File: src/rtl/jk_fault_counter.sv
module jk_fault_counter #(
  parameter int SEL_W = 3
) (
  input  logic             clk,
  input  logic             rst,
  input  logic             cnt_en,
  input  logic [SEL_W-1:0] fault_sel,
  output logic [2:0]       q,
  output logic [2:0]       ref_q,
  output logic             mismatch,
  output logic             err_latched
);

  localparam logic [SEL_W-1:0] F_IN1_LO = SEL_W'(1);
  localparam logic [SEL_W-1:0] F_IN1_HI = SEL_W'(2);
  localparam logic [SEL_W-1:0] F_IN2_LO = SEL_W'(3);
  localparam logic [SEL_W-1:0] F_IN2_HI = SEL_W'(4);

  function automatic logic jk_next(input logic j, input logic k, input logic cur);
    return (j & ~cur) | (~k & cur);
  endfunction

  logic and_a, and_b, gate_out;
  logic [2:0] jk_in;
  logic [2:0] q_nx;

  always_comb begin
    and_a = q[0];
    and_b = q[1];
    case (fault_sel)
      F_IN1_LO: and_a = 1'b0;
      F_IN1_HI: and_a = 1'b1;
      F_IN2_LO: and_b = 1'b0;
      F_IN2_HI: and_b = 1'b1;
      default:  ;
    endcase
  end

  assign gate_out = and_a & and_b;
  assign jk_in    = cnt_en ? {gate_out, q[0], 1'b1} : 3'b000;

  assign q_nx[0] = jk_next(jk_in[0], jk_in[0], q[0]);
  assign q_nx[1] = jk_next(jk_in[1], jk_in[1], q[1]);
  assign q_nx[2] = jk_next(jk_in[2], jk_in[2], q[2]);

  always_ff @(posedge clk) begin
    if (rst) begin
      q           <= '0;
      ref_q       <= '0;
      mismatch    <= 1'b0;
      err_latched <= 1'b0;
    end else begin
      q           <= q_nx;
      if (cnt_en) ref_q <= ref_q + 3'd1;
      mismatch    <= (q != ref_q);
      err_latched <= err_latched | (q != ref_q);
    end
  end

  p_stage0_toggle_r2: assert property (@(posedge clk) disable iff (rst)
    cnt_en |=> q[0] != $past(q[0]));

  p_stage1_follow_r3: assert property (@(posedge clk) disable iff (rst)
    cnt_en |=> q[1] == ($past(q[1]) ^ $past(q[0])));

  p_hold_when_idle_r8: assert property (@(posedge clk) disable iff (rst)
    !cnt_en |=> $stable(q) && $stable(ref_q));

  p_ref_increment_r7: assert property (@(posedge clk) disable iff (rst)
    cnt_en |=> ref_q == $past(ref_q) + 3'd1);

  p_clean_tracks_r4: assert property (@(posedge clk) disable iff (rst)
    (fault_sel == '0 && q == ref_q) |=> q == ref_q);

  p_flag_on_diff_r9: assert property (@(posedge clk) disable iff (rst)
    (q != ref_q) |=> mismatch && err_latched);

  p_sticky_r10: assert property (@(posedge clk) disable iff (rst)
    err_latched |=> err_latched);

endmodule

File: config.mk
export PLATFORM = sky130hd
export DESIGN_NAME = jk_fault_counter
export DESIGN_NICKNAME = d
export VERILOG_FILES = /design/src/rtl/jk_fault_counter.sv
export SDC_FILE = /design/constraint.sdc
export NUM_CORES = 1
export LEC_CHECK = 0
export CORE_AREA = 5 5 42 44
export CTS_BUF_LIST = sky130_fd_sc_hd__clkbuf_8
export DETAILED_ROUTE_END_ITERATION = 10
export DIE_AREA = 0 0 47 49
export PLACE_DENSITY = 0.53
export SETUP_SLACK_MARGIN = 0.4
export SLEW_MARGIN = 5
export SYNTH_ARGS = -nofsm -noshare
export SYNTH_HDL_FRONTEND = slang
export SYNTH_SLANG_ARGS = --single-unit
File: constraint.sdc
create_clock -name clk -period 2.5 [get_ports clk]
set_input_delay 0.375 -clock clk [delete_from_list [all_inputs] [get_ports clk]]
set_output_delay 0.375 -clock clk [all_outputs]
set_load 0.01 [all_outputs]
==> impl_results.md <==
- Status: completed
- Initial core utilization: 0.260
- Final Hold Viols: 0
- Overflow after GRT: 0
- Setup violators final: 0
- Non-filler cells, final: 68
- Rel. slew slack: 0.781
- Syn. warnings: 0
- Avg Inst Size Synth: 9.84 um^2
- All-Layer GR Usage: 0.0776
- DIE AREA: 2300 um^2
- Data required time of the critical path: 2.12 ns
- Top fanout value on the critical path: 5
- ANT nets after route: 0
- Total Power: 0.376 mW
- Synthesis-stage register bit count: 8
- Detailed-route wire length per cell: 10.3 um
- Ports: 14
- Final setup margin: 0.880 ns
- Num CTS Buffers: 3
- Crit path time final: 1.62 ns
- Total Neg Setup Slack: 0 ns
- Final net count: 62
- Post-route clock period utilization: 0.648
- LEAKAGE: 0.234 nW
- Area of the core: 1400 um^2
- Resize count post-CTS: 0
- DRT iter0 DRCs: 0
- # rows: 14
- Final hold slack: 0.442 ns
- Unique cell type count in the Yosys netlist: 17
- Share of layout cells above drive strength 1: 0.115
- Cell taking the most area after synthesis: dfxtp_1
- Port buffer count: 13
- Min-Delay Path Class: register to register
- Final slew viol count: 0
- Crit-path max cell delay: 0.59 ns
- CP Buf/Inv Count: 1
- First-pass GRT wire length: 1260 um
- GPL Wtd Cong: 0.662
- Critical path class: register to output pin
- CTS Buffer Depth: 2
- Initial antenna violation count: 0
- Dpl ws: 0.865 ns
- Routed vias: 290
- Largest net degree at the start of global routing: 10
- Power Density: 681 nW/um^2
- Syn Nets: 45
- Post-CTS Setup Bufs: 0
- ANT cells: 0
- Most common library cells after synthesis: dfxtp_1, nor2_1, xor2_1
- Yosys top cell area share: 0.440
- Max cap viols: 0
- Clock Tree Root: clkbuf_8
- Number of global-route vias before repair: 282
- Ys async rst share: 0
- Register share of total power: 0.409
- Total Wirelength: 700 um
- Die W: 47 um
- Slew @ Worst Pin: 0.327 ns
- Die H: 49 um
- Worst-Skew Late Latency: 0.22 ns
- Clk network pwr share: 0.399
- Critical-path cell list: clkdlybuf4s50_1
- CP top delay family: buffers and inverters
- Via/cell ratio: 4.26
- H-tree depth: 1
- Worst clock skew: 0.00128 ns
- Post-synth EDFFs: 0
- TritonCTS clock tree: done
- Placed insts: 65
- First-pass detailed-route iteration total: 1
- Clock slew at reported path FFs: 0.04 ns
- Top FF cell, synth: dfxtp_1
- Post-Syn Instances: 37
- Worst Setup End Kind: output pin
- Cts hold-fix bufs: 0
- # clock sinks: 8
- Switch share: 0.229
- Internal Power: 0.290 mW
- Max IR drop VDD: 0.484 mV
- Crit start category: register
- RSZ-0062 raised after global routing: false
- # DRC: 0
- Sequential area share after synthesis: 0.440
- Area contributors post-synth: dfxtp_1, xor2_1, nor2_1, ha_1, nor2b_1
- Max Clock Freq: 617 MHz
- Switch Pwr: 0.0859 mW
- Synth Cell Area: 364 um^2
- Most frequent cell after synthesis: dfxtp_1
- Combinational fraction of design power: 0.192
- CP arrival: 1.24 ns
- Area growth from synthesis to layout: 51.5%
- Worst-path cell with the longest stage delay: clkdlybuf4s50_1
## layout make-up
| class | count | area (um^2) |
|---|---|---|
| Multi-Input combinational cell | 27 | 196 |
| Tap cell | 16 | 20.0 |
| Inverter | 1 | 3.75 |
| Fill cell | 163 | 850 |
| Clock buffer | 3 | 41.3 |
| Sequential cell | 8 | 160 |
| Timing Repair Buffer | 13 | 130 |
## registers in the layout (all words and copies together) (netlist names)
signal / cells
err_latched: 1
mismatch: 1
q: 3
ref_q: 3
## cells by family after synthesis
group                    synth area share
multiplexers                       0.0687
adder cells (fa/ha/maj)            0.0687
XOR/XNOR                            0.144
AO/OA/AOI/OAI                      0.0893
AND/OR/NAND/NOR                     0.168
flip-flops                          0.440
buffers and inverters              0.0206
## tightest hold or removal path: stages, from the launching register on
cell and delay (ns):
dfxtp_1 0.30, inv_1 0.05, a21oi_1 0.05
## power by group through the flow
stage	combinational [mW]	sequential (mW)	clock, mW
final	0.0722	0.154	0.150
after global routing	0.0804	0.156	0.166
after CTS	0.0736	0.154	0.155
after detailed placement	0.0732	0.156	0
after global placement	0.0728	0.156	0
after floorplan	0.0290	0.160	0
## final timing paths
path,from,to,slack (ns),cells past startpoint
hold reg to reg,err_latched,err_latched,0.44,2
hold / removal,err_latched,err_latched,0.44,2
setup / recovery,q[0],q[0],0.88,1
setup reg to reg,q[1],q[2],1.31,4
## per-stage QoR
stage	area [um^2]	utilization
after floorplan	364	-
after global placement	510	0.364
after detailed placement	510	0.364
after CTS	552	0.394
after global routing	552	0.394
final	552	0.394
## placed cells by master (no fill, tap or decap)
cell,synthesis,routed
and2b_1,1,1
xnor2_1,2,2
o21ai_2,1,1
inv_1,1,1
ha_1,2,2
dfxtp_1,8,8
a21boi_2,1,1
xor2_1,4,4
mux2i_1,1,1
nor2b_1,3,3
clkdlybuf4s50_1,0,13
nor2_1,7,7
nor3_1,1,1
mux2_4,1,1
nand2_1,1,1
a21oi_1,1,1
clkbuf_8,0,3
o211ai_1,1,1
## routing by layer
metal / part of all wire / GRT usage / vias up
met5: 0 / 0 / -
li1: - / - / 149
met1: 0.44 / 0.0993 / 131
met4: 0 / 0.0276 / 0
met3: 0.091 / 0.0590 / 0
met2: 0.47 / 0.0973 / 10
No activity file was read; power rests on OpenSTA's default activity.
